===== config.mk =====
export PLATFORM = sky130hd
export DESIGN_NAME = global_sum_trigger
export DESIGN_NICKNAME = d
export VERILOG_FILES = /design/src/rtl/gsum_pkg.sv /design/src/rtl/gsum_cfg.sv /design/src/rtl/gsum_tree.sv /design/src/rtl/gsum_thresh.sv /design/src/rtl/global_sum_trigger.sv
export SDC_FILE = /design/constraint.sdc
export NUM_CORES = 2
export LEC_CHECK = 0
export BUFFER_PORTS_ARGS = -buffer_cell sky130_fd_sc_hd__clkbuf_2
export CORE_ASPECT_RATIO = 0.8
export CORE_MARGIN = 3
export CORE_UTILIZATION = 54
export DETAILED_ROUTE_END_ITERATION = 10
export HOLD_SLACK_MARGIN = 0.05
export PLACE_DENSITY = 0.79
export SYNTH_ARGS = -nofsm -noshare
export SYNTH_HDL_FRONTEND = slang
export SYNTH_SLANG_ARGS = --single-unit

===== constraint.sdc =====
create_clock -name clk -period 2.1 [get_ports clk]
set_input_delay 0.105 -clock clk [delete_from_list [all_inputs] [get_ports clk]]
set_output_delay 0.105 -clock clk [all_outputs]
set_load 0.02 [all_outputs]

===== src/rtl/gsum_pkg.sv =====
package gsum_pkg;

  typedef enum logic [1:0] {
    CFG_NONE = 2'd0,
    CFG_THR  = 2'd1,
    CFG_MASK = 2'd2
  } cfg_kind_e;

  // Lane contribution after the enable gate.
  function automatic logic [31:0] lane_gate(logic [31:0] v, logic en);
    return en ? v : 32'd0;
  endfunction

  // Trigger compare: at or above the threshold fires.
  function automatic logic at_or_above(logic [31:0] total, logic [31:0] thr);
    return total >= thr;
  endfunction

  // Largest total the tree can carry for a lane count and lane width.
  function automatic int unsigned peak_total(int n_in, int in_w);
    return n_in * ((1 << in_w) - 1);
  endfunction

  // Address decode of the configuration port.
  function automatic cfg_kind_e decode_addr(int addr, int n_thr, int mask_base, int mask_words);
    if (addr < n_thr) return CFG_THR;
    if (addr >= mask_base && addr < mask_base + mask_words) return CFG_MASK;
    return CFG_NONE;
  endfunction

endpackage


===== src/rtl/gsum_cfg.sv =====
module gsum_cfg #(
  parameter int N_IN   = 160,
  parameter int SUM_W  = 16,
  parameter int N_THR  = 3,
  parameter int ADDR_W = 5,
  parameter int DATA_W = 16
) (
  input  logic                    clk,
  input  logic                    rst_n,
  input  logic                    wr_en,
  input  logic [ADDR_W-1:0]       wr_addr,
  input  logic [DATA_W-1:0]       wr_data,
  output logic [N_IN-1:0]         lane_en,
  output logic [N_THR*SUM_W-1:0]  thr_flat
);
  import gsum_pkg::*;

  localparam int MASK_BASE  = 1 << $clog2(N_THR + 1);
  localparam int MASK_WORDS = (N_IN + DATA_W - 1) / DATA_W;

  cfg_kind_e kind;
  int        word_idx;

  always_comb begin
    kind     = decode_addr(int'(wr_addr), N_THR, MASK_BASE, MASK_WORDS);
    word_idx = int'(wr_addr) - MASK_BASE;
  end

  always_ff @(posedge clk) begin
    if (!rst_n) begin
      lane_en  <= '1;
      thr_flat <= '1;
    end else if (wr_en) begin
      for (int k = 0; k < N_THR; k++) begin
        if (kind == CFG_THR && int'(wr_addr) == k)
          thr_flat[k*SUM_W +: SUM_W] <= SUM_W'(wr_data);
      end
      for (int i = 0; i < N_IN; i++) begin
        if (kind == CFG_MASK && word_idx == i / DATA_W)
          lane_en[i] <= wr_data[i % DATA_W];
      end
    end
  end

endmodule


===== src/rtl/gsum_tree.sv =====
module gsum_tree #(
  parameter int N_IN   = 160,
  parameter int IN_W   = 7,
  parameter int LEVELS = 3,
  localparam int STAGES = 3 * LEVELS,
  localparam int LANES  = 1 << STAGES,
  localparam int SUM_W  = IN_W + STAGES
) (
  input  logic                 clk,
  input  logic                 rst_n,
  input  logic                 in_valid,
  input  logic [N_IN*IN_W-1:0] in_data,
  input  logic [N_IN-1:0]      lane_en,
  output logic                 sum_valid,
  output logic [SUM_W-1:0]     sum_total
);
  import gsum_pkg::*;

  for (genvar s = 0; s <= STAGES; s++) begin : g_st
    localparam int W   = IN_W + s;
    localparam int CNT = LANES >> s;
    logic [CNT*W-1:0] nodes;
    logic             vld;

    if (s == 0) begin : g_leaf
      always_comb begin
        nodes = '0;
        for (int i = 0; i < N_IN; i++)
          nodes[i*W +: W] = W'(lane_gate(32'(in_data[i*IN_W +: IN_W]), lane_en[i]));
      end
      assign vld = in_valid;
    end else begin : g_add
      localparam int PW = W - 1;
      always_ff @(posedge clk) begin
        if (!rst_n) begin
          nodes <= '0;
          vld   <= 1'b0;
        end else begin
          vld <= g_st[s-1].vld;
          for (int i = 0; i < CNT; i++)
            nodes[i*W +: W] <= W'(g_st[s-1].nodes[2*i*PW +: PW])
                             + W'(g_st[s-1].nodes[(2*i+1)*PW +: PW]);
        end
      end
    end
  end

  assign sum_total = g_st[STAGES].nodes;
  assign sum_valid = g_st[STAGES].vld;

endmodule


===== src/rtl/gsum_thresh.sv =====
module gsum_thresh #(
  parameter int SUM_W = 16,
  parameter int N_THR = 3
) (
  input  logic                   clk,
  input  logic                   rst_n,
  input  logic                   sum_valid,
  input  logic [SUM_W-1:0]       sum_total,
  input  logic [N_THR*SUM_W-1:0] thr_flat,
  output logic                   out_valid,
  output logic [SUM_W-1:0]       out_total,
  output logic [N_THR-1:0]       out_trig
);
  import gsum_pkg::*;

  always_ff @(posedge clk) begin
    if (!rst_n) begin
      out_valid <= 1'b0;
      out_total <= '0;
      out_trig  <= '0;
    end else begin
      out_valid <= sum_valid;
      if (sum_valid) begin
        out_total <= sum_total;
        for (int k = 0; k < N_THR; k++)
          out_trig[k] <= at_or_above(32'(sum_total), 32'(thr_flat[k*SUM_W +: SUM_W]));
      end
    end
  end

endmodule


===== src/rtl/global_sum_trigger.sv =====
module global_sum_trigger #(
  parameter int N_IN   = 160,
  parameter int IN_W   = 7,
  parameter int LEVELS = 3,
  parameter int N_THR  = 3,
  parameter int ADDR_W = 5,
  parameter int DATA_W = 16,
  localparam int SUM_W = IN_W + 3 * LEVELS
) (
  input  logic                 clk,
  input  logic                 rst_n,
  input  logic                 in_valid,
  input  logic [N_IN*IN_W-1:0] in_data,
  input  logic                 wr_en,
  input  logic [ADDR_W-1:0]    wr_addr,
  input  logic [DATA_W-1:0]    wr_data,
  output logic                 out_valid,
  output logic [SUM_W-1:0]     out_total,
  output logic [N_THR-1:0]     out_trig
);

  // Named internal events, also observed by the bound checker.
  logic [N_IN-1:0]        lane_en;
  logic [N_THR*SUM_W-1:0] thr_flat;
  logic                   sum_valid;
  logic [SUM_W-1:0]       sum_total;

  gsum_cfg #(
    .N_IN(N_IN), .SUM_W(SUM_W), .N_THR(N_THR), .ADDR_W(ADDR_W), .DATA_W(DATA_W)
  ) u_cfg (
    .clk(clk), .rst_n(rst_n), .wr_en(wr_en), .wr_addr(wr_addr), .wr_data(wr_data),
    .lane_en(lane_en), .thr_flat(thr_flat)
  );

  gsum_tree #(
    .N_IN(N_IN), .IN_W(IN_W), .LEVELS(LEVELS)
  ) u_tree (
    .clk(clk), .rst_n(rst_n), .in_valid(in_valid), .in_data(in_data),
    .lane_en(lane_en), .sum_valid(sum_valid), .sum_total(sum_total)
  );

  gsum_thresh #(
    .SUM_W(SUM_W), .N_THR(N_THR)
  ) u_thresh (
    .clk(clk), .rst_n(rst_n), .sum_valid(sum_valid), .sum_total(sum_total),
    .thr_flat(thr_flat), .out_valid(out_valid), .out_total(out_total), .out_trig(out_trig)
  );

endmodule


==> PnR_summary.wiki, run 1 <==
{| class="wikitable"
! Metric !! Value
|-
| Cell at the root of the clock tree || sky130_fd_sc_hd__clkbuf_16
|-
| Result of the run || stopped before the end
|-
| Worst-path endpoint after global-route repair_timing || u_tree.g_st[1].nodes[518]$_SDFF_PN0_/D
|-
| Sequential area share after synthesis || 33.90%
|-
| Number of I/O pins || 1165
|-
| Global placer's final weighted congestion || 0.9768
|-
| Async S/R FF share, synth || 0%
|-
| Effective utilization at floorplan || 54.74%
|-
| Yosys reg bits || 1700
|-
| Share of the synthesized area in the top cell type || 33.90%
|-
| DPL Wire Length || 239000 microns
|-
| H-tree lvl count || 4
|-
| Pin count of the biggest net entering global routing || 99
|-
| Error text reported by the tool || [ERROR GRT-0232] Routing congestion too high. Check the congestion heatmap in the GUI.
|-
| Cts bufs inserted || 175
|-
| Count leader, synth || sky130_fd_sc_hd__dfxtp_1
|-
| GRT Residual Overflow || 11
|-
| Number of port buffers || 1163
|-
| Syn avg cell area || 8.617 sq um
|-
| Area of the mapped netlist || 100400 sq um
|-
| Max clock buf depth || 3
|-
| Count of mapped cells out of synthesis || 11650
|-
| Clock Sinks || 1700
|-
| Std-Cell Rows || 140
|-
| Dominant cells by area after synthesis || sky130_fd_sc_hd__dfxtp_1 (34%), sky130_fd_sc_hd__ha_1 (16%), sky130_fd_sc_hd__and2_1 (8.1%)
|-
| Commonest cells in the synthesized netlist || sky130_fd_sc_hd__dfxtp_1 (1700), sky130_fd_sc_hd__ha_1 (1310), sky130_fd_sc_hd__and2_1 (1306), sky130_fd_sc_hd__nor2_1 (1204), sky130_fd_sc_hd__nand2_1 (839)
|-
| Most common flop cell mapped by yosys || sky130_fd_sc_hd__dfxtp_1
|-
| Cell variety after synth || 67
|-
| Failed at || global routing
|-
| Width of the die || 488.1 microns
|-
| Post-Syn Nets || 14270
|-
| Overall Global Routing Usage || 42.18%
|-
| Synth Warn # || 0
|-
| Pin category terminating the worst setup path after the last repair || register data pin
|-
| Cell taking the most area after synthesis || sky130_fd_sc_hd__dfxtp_1
|-
| Post-synth EDFFs || 0
|-
| Die Y || 391.7 microns
|-
| Cell Area, Placed || 112100 sq um
|}
## what timing repair did
item,4_1_cts
pin swaps,14
resized for setup,66
hold endpoints to repair,1009
endpoints found under the setup margin,57
hold buffers,1565
setup buffers,2
## logic make-up after synthesis
| logic type | Yosys count | synth area share, % |
|---|---|---|
| adder cells (fa/ha/maj) | 1469 | 19.50 |
| flip-flops | 1700 | 33.90 |
| XOR/XNOR | 418 | 3.646 |
| buffers and inverters | 960 | 3.700 |
| AND/OR/NAND/NOR | 4650 | 23.34 |
| other | 1 | 0.003735 |
| AO/OA/AOI/OAI | 2320 | 14.58 |
| multiplexers | 134 | 1.336 |
## metal layers
metal / GRT usage, % / overflow
met4: 31.34 / 6
met5: 4.144 / 0
met2: 61.79 / 5
met3: 20.13 / 0
met1: 47.24 / 0
## per-stage QoR
| stage | util, % | std cells | worst slack [ns] | hold slack, ns |
|---|---|---|---|---|
| after floorplan | - | 11650 | 0.04470 | 0.2290 |
| after global placement | 61.12 | 15380 | -0.1169 | 0.3382 |
| after detailed placement | 61.12 | 15380 | -0.1673 | 0.3478 |
| after CTS | 73.06 | 17270 | 0.001167 | 0.05045 |
==> run 2, diff against run 1 <==
CORE_ASPECT_RATIO = default   (was 0.8)
CORE_UTILIZATION = 40   (was 54)
HOLD_SLACK_MARGIN = default   (was 0.05)
PLACE_DENSITY = default   (was 0.79)
PLACE_DENSITY_LB_ADDON = 0.15   (was default)
clock period = 2.7 ns   (was 2.1 ns; I/O delays follow)
==> run 2 against run 1 <==
Against the previous run:
- synthesized cell count unchanged
- area after synthesis unchanged
- the run now ends clean
==> PnR_summary.wiki, run 2 <==
{| class="wikitable"
! Metric !! Value
|-
| Share of total power in the clock network || 34.3%
|-
| Overall Global Routing Usage || 24.94%
|-
| Setup violators final || 0
|-
| Layout Cells excl Fill || 18120
|-
| Overall die area || 257000 sq um
|-
| Start-to-end type of the worst setup path || flop to flop
|-
| Global placer's final weighted congestion || 0.9101 (-6.8%)
|-
| Flop pwr share || 36.2%
|-
| Register name with the most flops || u_tree.g_st.nodes
|-
| Post-Syn Nets || 14270 (unchanged)
|-
| Combined area of the multi-input logic cells || 62860 sq um
|-
| Biggest registers after layout || u_tree.g_st.nodes (1449), u_cfg.lane_en (160), u_cfg.thr_flat (48)
|-
| DPL Wire Length || 240500 microns (+0.62%)
|-
| Grt met1 use || 30.81%
|-
| Drt via density || 5.095
|-
| Worst rel slew slack || 7.434%
|-
| Antenna violations before repair || 37
|-
| Yosys reg bits || 1700 (unchanged)
|-
| GRT busiest layer || met2
|-
| Max-slew violation total from the final report || 0
|-
| Total Neg Setup Slack || 0 ns
|-
| CTS clock-pin slew for the worst setup and hold paths || 0.07 ns
|-
| Number of port buffers || 1163 (unchanged)
|-
| Core area || 249100 sq um
|-
| Cell at the root of the clock tree || sky130_fd_sc_hd__clkbuf_16
|-
| Worst path bufs/invs || 2
|-
| Std-Cell Rows || 183 (+31%)
|-
| GRT Residual Overflow || 0
|-
| Number of I/O pins || 1165 (unchanged)
|-
| # nets final || 17210
|-
| Number of instances in the placed design || 16000 (+4.1%)
|-
| Fin crit share || 97.96%
|-
| Slowest library cell on the worst path || sky130_fd_sc_hd__dlygate4sd3_1
|-
| Die Y || 507 microns (+29%)
|-
| Final min period || 2.645 ns
|-
| Count leader, synth || sky130_fd_sc_hd__dfxtp_1
|-
| Most frequent standard cell in the layout excluding fill and tap cells || sky130_fd_sc_hd__dlygate4sd3_1
|-
| Fraction of power spent switching nets || 30.55%
|-
| Grt met2 use || 42.12%
|-
| Minimum setup slack after placement || 0.3773 ns (+0.5447 ns)
|-
| RSZ-0062 raised after global routing || yes
|-
| Synth Warn # || 0 (unchanged)
|-
| Cell taking the most area after synthesis || sky130_fd_sc_hd__dfxtp_1
|-
| Cell seen most often among critical-path stages || sky130_fd_sc_hd__dlygate4sd3_1
|-
| Wire length of the first global-routing pass || 514800 microns
|-
| Slowest cell delay on critical path || 0.59 ns
|-
| Cell chain of the critical path || and2_1, ha_1, dlygate4sd3_1, nor2b_2, o21ai_2, nand2_1, nor2_1, dlygate4sd3_1, nor3_1
|-
| Syn avg cell area || 8.617 sq um (unchanged)
|-
| Switching pwr || 25.67 mW
|-
| Fmax || 378.1 MHz
|-
| Via count of the routed design || 92310
|-
| Clock insertion delay at the later pin of the skew report || 0.82 ns
|-
| Smallest setup slack after layout || 0.05513 ns
|-
| Number of hold violations in the final report || 0
|-
| Max clock buf depth || 3 (unchanged)
|-
| Commonest cells after routing, fill and taps aside || sky130_fd_sc_hd__dlygate4sd3_1 (1718), sky130_fd_sc_hd__dfxtp_1 (1598), sky130_fd_sc_hd__ha_1 (1307)
|-
| Total Wirelength || 330200 microns
|-
| Detailed-routing iteration count for the pre-antenna-repair pass || 5
|-
| Pwr dens || 620.2 nW/um^2
|-
| Cts bufs inserted || 196 (+12%)
|-
| Post-synth EDFFs || 0 (unchanged)
|-
| Most common flop cell mapped by yosys || sky130_fd_sc_hd__dfxtp_1
|-
| Worst-case clock skew || 0.04434 ns
|-
| Width of the die || 507 microns (+3.9%)
|-
| TritonCTS clock tree || built
|-
| Worst slack on hold paths || 0.007114 ns
|-
| Dominant cells by area after synthesis || sky130_fd_sc_hd__dfxtp_1 (34%), sky130_fd_sc_hd__ha_1 (16%), sky130_fd_sc_hd__and2_1 (8.1%)
|-
| # DRC || 0
|-
| H-tree lvl count || 4 (unchanged)
|-
| Async S/R FF share, synth || 0% (unchanged)
|-
| Commonest cells in the synthesized netlist || sky130_fd_sc_hd__dfxtp_1 (1700), sky130_fd_sc_hd__ha_1 (1310), sky130_fd_sc_hd__and2_1 (1306), sky130_fd_sc_hd__nor2_1 (1204), sky130_fd_sc_hd__nand2_1 (839)
|-
| Share of the synthesized area in the top cell type || 33.90% (unchanged)
|-
| Count of filler cells inserted in the layout || 22320
|-
| Max-cap violations || 0
|-
| Cell variety after synth || 67 (unchanged)
|-
| Leakage power || 63.23 nW
|-
| Sequential area share after synthesis || 33.90% (unchanged)
|-
| Area of the mapped netlist || 100400 sq um (unchanged)
|-
| Share of total power in combinational logic || 29.5%
|-
| Effective utilization at floorplan || 40.30% (-14 points)
|-
| Pin count of the biggest net entering global routing || 163
|-
| Count of mapped cells out of synthesis || 11650 (unchanged)
|-
| Area growth from synthesis to layout || 34.94%
|-
| Via count of the first global-routing pass || 95490
|-
| Power consumption || 84.02 mW
|-
| Maximum fanout along the worst path || 8
|-
| Cell Area, Placed || 110700 sq um (-1.2%)
|-
| Met3 capacity usage during global routing || 3.858%
|-
| Post-layout instance area || 135500 sq um
|-
| Max FFs per register || 1449
|-
| CP required || 3.39 ns
|-
| Pint || 58.35 mW
|-
| Initial detailed-routing violation count || 4925
|-
| Data arrival time at the worst-slack endpoint || 3.34 ns
|-
| Capturing element type of the critical path || flop
|-
| Result of the run || complete, no violations
|-
| Clock Sinks || 1700 (unchanged)
|-
| Class of the tightest hold or removal check || input port to flop
|-
| Layout cells sized above 1 || 12.39%
|-
| Peak supply drop || 0.5447 mV
|-
| Transition time of the tightest slew-check pin || 1.388 ns
|-
| Storage cell area || 34200 sq um
|-
| Type of origin of the critical path || flop
|-
| Top cell family by delay on the critical path || buffers and inverters
|-
| Antenna viol nets, final || 0
|-
| Routed length per placed instance || 18.22 microns
|-
| Final Util || 54.38%
|}
[run 2: final cells by class]
class	instances	area share, %
multi-input cells	8992	46.40
repair buffers	3041	18.15
inverters	667	1.854
diodes	27	0.04987
clock buffers	260	4.087
clock inverters	102	1.132
flip-flops and latches	1700	25.25
well taps	3330	3.075
[run 2: worst reg2reg max path, cell delays in order, from the launching register on]
cell and delay [ns]:
sky130_fd_sc_hd__dfxtp_2 0.34, sky130_fd_sc_hd__and2_1 0.16, sky130_fd_sc_hd__ha_1 0.31, sky130_fd_sc_hd__dlygate4sd3_1 0.59, sky130_fd_sc_hd__nor2b_2 0.18, sky130_fd_sc_hd__o21ai_2 0.15, sky130_fd_sc_hd__nand2_1 0.09, sky130_fd_sc_hd__nor2_1 0.09
sky130_fd_sc_hd__dlygate4sd3_1 0.56, sky130_fd_sc_hd__nor3_1 0.05
[run 2: cell families after synthesis]
| family | Yosys count | synth area share [%] |
|---|---|---|
| XOR/XNOR | 418 | 3.646 |
| AND/OR/NAND/NOR | 4650 | 23.34 |
| adder cells (fa/ha/maj) | 1469 | 19.50 |
| AO/OA/AOI/OAI | 2320 | 14.58 |
| multiplexers | 134 | 1.336 |
| flip-flops | 1700 | 33.90 |
| other | 1 | 0.003735 |
| buffers and inverters | 960 | 3.700 |
[run 2: what timing repair did]
| action | in CTS | in global routing |
|---|---|---|
| endpoints found under the hold margin | 758 | 0 |
| hold buffers | 1738 | 0 |
| gates resized for setup | 0 | 217 |
| buffers inserted | 0 | 9 |
| endpoints found under the setup margin | 0 | 104 |
[run 2: final timing paths]
path | to | from | depth (start not counted) | slack, ns
setup / recovery | u_tree.g_st[1].nodes[316] | u_cfg.lane_en[79] | 9 | 0.06
setup reg to reg | u_tree.g_st[1].nodes[316] | u_cfg.lane_en[79] | 9 | 0.06
hold / removal | u_tree.g_st[1].nodes[58] | in_data[107] | 5 | 0.007
hold reg to reg | u_tree.sum_total[8] | u_tree.g_st[8].nodes[8] | 1 | 0.42
[run 2: routing by layer]
layer,wire length (microns),up-vias
met4,17100,22
met5,143,-
met1,142100,42870
li1,-,46100
met3,17500,765
met2,153300,2554
[run 2: power by group through the flow]
stage	Sequential, mW	Clock [mW]	Combinational, mW
6_report	30.4	28.8	24.8
5_1_grt	30.7	30.5	27.8
4_1_cts	30.5	29.6	24.5
3_5_place_dp	31.0	0	21.2
3_3_place_gp	31.0	0	21.0
2_1_floorplan	30.1	0	15.7
Power figures use the tool's default switching activity.
